--- src/rtl/irqm_pkg.sv ---
package irqm_pkg;
  typedef enum logic {
    TRIG_LEVEL = 1'b0,
    TRIG_FALL  = 1'b1
  } trig_e;

  localparam int unsigned DEF_LINES = 2;
  localparam int unsigned DEF_SYNC  = 2;
endpackage

--- src/rtl/bit_sync.sv ---
module bit_sync #(
  parameter int unsigned WIDTH  = 2,
  parameter int unsigned STAGES = 2
) (
  input  logic             clk,
  input  logic [WIDTH-1:0] d,
  output logic [WIDTH-1:0] q
);
  logic [WIDTH-1:0] chain [STAGES];

  always_ff @(posedge clk) chain[0] <= d;

  for (genvar s = 1; s < STAGES; s++) begin : g_stage
    always_ff @(posedge clk) chain[s] <= chain[s-1];
  end

  assign q = chain[STAGES-1];
endmodule

--- src/rtl/mode_capture.sv ---
module mode_capture #(
  parameter int unsigned W = 2
) (
  input  logic         clk,
  input  logic         rst_n,
  input  logic [W-1:0] pins_s,
  input  logic         wr_en,
  input  logic [W-1:0] wr_data,
  output logic         live,
  output logic         arm,
  output logic [W-1:0] op_mode
);
  logic         live_q, live_d;
  logic         arm_q, arm_d;
  logic [W-1:0] mode_q, mode_d;

  always_comb begin
    live_d = 1'b1;
    arm_d  = live_q;
    mode_d = mode_q;
    if (!live_q)    mode_d = pins_s;
    else if (wr_en) mode_d = wr_data;
  end

  always_ff @(posedge clk or negedge rst_n) begin
    if (!rst_n) begin
      live_q <= 1'b0;
      arm_q  <= 1'b0;
      mode_q <= '0;
    end else begin
      live_q <= live_d;
      arm_q  <= arm_d;
      mode_q <= mode_d;
    end
  end

  assign live    = live_q;
  assign arm     = arm_q;
  assign op_mode = mode_q;

  // captured value equals the synchronized pins at the capture edge
  p_capture_r2: assert property (@(posedge clk) disable iff (!rst_n)
    $rose(live_q) |-> mode_q == $past(pins_s));
  // a write after capture lands on the next edge
  p_write_r3: assert property (@(posedge clk) disable iff (!rst_n)
    (live_q && wr_en) |=> mode_q == $past(wr_data));
  // without a write the mode holds
  p_hold_r4: assert property (@(posedge clk) disable iff (!rst_n)
    (live_q && !wr_en) |=> $stable(mode_q));
endmodule

--- src/rtl/irq_line.sv ---
module irq_line
  import irqm_pkg::*;
(
  input  logic clk,
  input  logic rst_n,
  input  logic arm,
  input  logic pin_s,
  input  logic cfg_we,
  input  logic cfg_bit,
  input  logic ack,
  output logic req
);
  logic  prev_q, prev_d;
  logic  pend_q, pend_d;
  trig_e trig_q, trig_d;
  logic  fall;

  always_comb begin
    prev_d = pin_s;
    fall   = prev_q & ~pin_s;
    trig_d = cfg_we ? trig_e'(cfg_bit) : trig_q;
    pend_d = pend_q;
    if (!arm || trig_q == TRIG_LEVEL) pend_d = 1'b0;
    else if (fall)                    pend_d = 1'b1;
    else if (ack)                     pend_d = 1'b0;
  end

  always_ff @(posedge clk or negedge rst_n) begin
    if (!rst_n) begin
      prev_q <= 1'b1;
      pend_q <= 1'b0;
      trig_q <= TRIG_LEVEL;
    end else begin
      prev_q <= prev_d;
      pend_q <= pend_d;
      trig_q <= trig_d;
    end
  end

  assign req = arm & ((trig_q == TRIG_FALL) ? pend_q : ~pin_s);

  // a detected fall in edge mode raises the request
  p_fall_sets_r7: assert property (@(posedge clk) disable iff (!rst_n)
    (arm && trig_q == TRIG_FALL && fall && !cfg_we) |=> pend_q);
  // the request is sticky until acknowledged
  p_sticky_r7: assert property (@(posedge clk) disable iff (!rst_n)
    (arm && trig_q == TRIG_FALL && pend_q && !ack && !cfg_we) |=> pend_q);
  // acknowledge clears when no new fall competes
  p_ack_clears_r8: assert property (@(posedge clk) disable iff (!rst_n)
    (arm && trig_q == TRIG_FALL && ack && !fall && !cfg_we) |=> !pend_q);
  // nothing but a fall raises an idle edge request
  p_no_rise_set_r11: assert property (@(posedge clk) disable iff (!rst_n)
    (trig_q == TRIG_FALL && !pend_q && !fall && !cfg_we) |=> !pend_q);
endmodule

--- src/rtl/boot_mode_irq_front.sv ---
module boot_mode_irq_front
  import irqm_pkg::*;
#(
  parameter int unsigned LINES       = DEF_LINES,
  parameter int unsigned SYNC_STAGES = DEF_SYNC
) (
  input  logic             clk,
  input  logic             rst_n,
  input  logic [LINES-1:0] line_pin,
  input  logic             mode_we,
  input  logic [LINES-1:0] mode_wdata,
  input  logic             trig_we,
  input  logic [LINES-1:0] trig_wdata,
  input  logic [LINES-1:0] irq_ack,
  output logic [LINES-1:0] op_mode,
  output logic [LINES-1:0] irq_req
);
  logic [LINES-1:0] pin_s;
  logic             live;
  logic             arm;

  bit_sync #(.WIDTH(LINES), .STAGES(SYNC_STAGES)) u_sync (
    .clk (clk),
    .d   (line_pin),
    .q   (pin_s)
  );

  mode_capture #(.W(LINES)) u_mode (
    .clk     (clk),
    .rst_n   (rst_n),
    .pins_s  (pin_s),
    .wr_en   (mode_we),
    .wr_data (mode_wdata),
    .live    (live),
    .arm     (arm),
    .op_mode (op_mode)
  );

  for (genvar i = 0; i < LINES; i++) begin : g_line
    irq_line u_line (
      .clk     (clk),
      .rst_n   (rst_n),
      .arm     (arm),
      .pin_s   (pin_s[i]),
      .cfg_we  (trig_we),
      .cfg_bit (trig_wdata[i]),
      .ack     (irq_ack[i]),
      .req     (irq_req[i])
    );
  end

  // no request in the cycle following mode capture
  p_masked_r9: assert property (@(posedge clk) disable iff (!rst_n)
    $rose(live) |-> irq_req == '0);
endmodule

--- config.mk ---
export PLATFORM = sky130hd
export DESIGN_NAME = boot_mode_irq_front
export DESIGN_NICKNAME = d
export VERILOG_FILES = /design/src/rtl/irqm_pkg.sv /design/src/rtl/bit_sync.sv /design/src/rtl/mode_capture.sv /design/src/rtl/irq_line.sv /design/src/rtl/boot_mode_irq_front.sv
export SDC_FILE = /design/constraint.sdc
export NUM_CORES = 1
export LEC_CHECK = 0
export ABC_CLOCK_PERIOD_IN_PS = 2500
export BUFFER_PORTS_ARGS = -buffer_cell sky130_fd_sc_hd__buf_2
export CORE_AREA = 5 5 42 44
export DETAILED_ROUTE_END_ITERATION = 12
export DIE_AREA = 0 0 47 49
export PLACE_DENSITY = 0.62
export SETUP_SLACK_MARGIN = 0.02
export SLEW_MARGIN = 10
export SYNTH_ARGS = -nofsm -noshare
export SYNTH_HDL_FRONTEND = slang
export SYNTH_SLANG_ARGS = --single-unit
--- constraint.sdc ---
create_clock -name clk -period 2.5 [get_ports clk]
set_input_delay 0.125 -clock clk [delete_from_list [all_inputs] [get_ports clk]]
set_output_delay 0.125 -clock clk [all_outputs]
set_load 0.02 [all_outputs]
==> results.cfg <==
[clock_tree]
cts_tree = done
clockBufferDepth = 2
clockRootBuffer = clkbuf_4
insertion_delay_ns = 0.26
numCtsBuffers = 3
cts.sinks = 14
clk_pin_slew_worst_paths_ns = 0.07
htree_levels = 1

[final_layout]
fin_nets = 72
seq_area_sq_um = 333
drive_gt1_share_pct = 39.0
fin_area_sq_um = 639
multi_input_area_sq_um = 145
syn2layout_area_growth_pct = 29.7
n_fill_cell = 141
final_cell_mix = 15 x buf_2, 8 x dfrtp_1
fin_cells = 75
n_antenna_cell = 0
final_common_cell = buf_2

[timing]
finClkSkew_ns = 0.00176
slew_violations = 0
timing.fmax_ghz = 0.759
finalHoldViolations = 0
setup_viol = 0
final.period_utilization_pct = 52.7
tns_ns = 0
whs_ns = 0.0816
rsz0062_at_grt = false
finalCriticalPeriod_ns = 1.32

[pwr]
fin_total_pwr_mw = 0.444
ir_drop_mv = 0.290
leakage_nw = 0.299
p_per_area_mw_per_mm2 = 694

[die]
coreArea_sq_mm = 0.00140
initial_core_util_pct = 35.2
io_pins = 16
die_w_microns = 47
rows = 14
die_area_sq_mm = 0.00230
die_y_microns = 49

[job]
maxCapViolCount = 0

[critical_path]
reg2reg_to = g_line[0].u_line.trig_q
crit_arrival_ns = 1.19
crit_type = flip-flop to primary output
cp-startpoint = g_line[0].u_line.trig_q
r2r_slack_ns = 1.70
critical_path_required_ns = 2.38
start_kind = flip-flop
crit_path_end_kind = primary output
crit_end = irq_req[0]
r2r-start = g_line[0].u_line.trig_q
r2r_cells = 1
crit_fanout = 4

[global_route]
grt_overflow = 0
grt_max_degree = 11
grt_util_all_layers_pct = 7.59
grt_pass1_vias = 305
antenna_found_initial = 0
grt_pass1_wl_mm = 1.27

[place]
port-buffer-count = 15
place_area_sq_um = 573
dp_hpwl_microns = 590
gp_congestion = 0.671
dp_cells = 68

[detailed_routing]
vias_per_cell = 4.20
routed_wl_microns = 740
dr.first_iter.drc_count = 4
vias = 315
drc = 0
drt_pass1_iterations = 3
drtAntennaViolNets = 0
wl_per_cell_microns = 9.87

[synthesis]
syn_area_sq_um = 493
synth.avg_cell_area_sq_um = 12.6
ys_seq_elements = 14
yosysUniqueCellTypes = 15
ys_warn_count = 0
synthCells = 39
yosysSeqAreaShare_pct = 67.5
syn_nets = 51

[run_status]
status = finished, final reports clean

[min_path]
hold_class = input pin to flip-flop
[area by class of cell]
class	instances	area share (%)
Timing Repair Buffer	18	16.4
Clock buffer	4	5.68
Multi-Input combinational cell	23	22.7
Sequential cell	14	52.1
Tap cell	16	3.13
[worst min-delay path by stage]
stage                             start                       to  slack [ns]  cells past startpoint
after floorplan                   rst_n  g_line[0].u_line.pend_q       -0.17                      0
after global placement            rst_n  g_line[0].u_line.pend_q      -0.006                      1
after detailed placement          rst_n        u_mode.op_mode[1]      -0.002                      1
after CTS                 trig_wdata[0]  g_line[0].u_line.trig_q        0.08                      2
after global routing      trig_wdata[1]  g_line[1].u_line.trig_q        0.09                      2
final                     trig_wdata[0]  g_line[0].u_line.trig_q        0.08                      2
[what timing repair did]
action | in CTS | in global routing
resized for setup | 0 | 0
hold endpoints to repair | 12 | 0
endpoints found under the setup margin | 0 | 0
hold buffers | 3 | 0
setup buffers | 0 | 0
[stage by stage]
stage / utilization, % / setup WS (ns)
6_report: 45.6 / 1.18
5_1_grt: 45.6 / 1.11
4_1_cts: 45.6 / 1.16
3_5_place_dp: 40.9 / 1.46
3_3_place_gp: 40.9 / 1.48
2_1_floorplan: - / 1.51
[registers in the layout, indices dropped and copies added (netlist names)]
name,cells
g_line.u_line.pend_q,2
g_line.u_line.prev_q,2
g_line.u_line.trig_q,2
u_mode.arm,1
u_mode.live,1
u_mode.op_mode,2
u_sync.chain,4
[power breakdown]
| group | switching, mW | internal [mW] | leakage [nW] |
|---|---|---|---|
| combinational | 0.0201 | 0.0227 | 0.127 |
| sequential | 0.00905 | 0.241 | 0.151 |
| clock | 0.0626 | 0.0884 | 0.0210 |
[kinds of logic after synthesis]
family	Yosys count	synth area share, %
multiplexers	4	8.63
AND/OR/NAND/NOR	12	12.2
flip-flops	14	67.5
AO/OA/AOI/OAI	6	7.87
buffers and inverters	2	3.04
other	1	0.761
[critical path, cell delays in order, from the launching register on]
cell and delay, ns:
dfrtp_1 0.40, or2_1 0.24, a21boi_2 0.12, buf_2 0.16
[layer usage]
layer  wire length (microns)  GRT usage (%)  up-vias
met3                      85           2.21        2
li1                        -              -      164
met1                     357           11.6      136
met4                       4           4.15        0
met5                       0              0        -
met2                     293           9.28       13
[synthesized netlist by cell type]
cell / number / area share (%)
nand2_1: 4 / 3.0
a21oi_1: 4 / 4.1
dfxtp_1: 4 / 16
conb_1: 1 / 0.76
dfstp_2: 2 / 11
a21boi_1: 1 / 1.5
nand2b_1: 4 / 5.1
or2_1: 2 / 2.5
buf_4: 2 / 3.0
nor2_1: 2 / 1.5
mux2_2: 1 / 2.3
dfrtp_1: 8 / 41
mux2_1: 1 / 2.3
mux2i_1: 2 / 4.1
a21boi_2: 1 / 2.3
(Power assumes the default switching activity.)
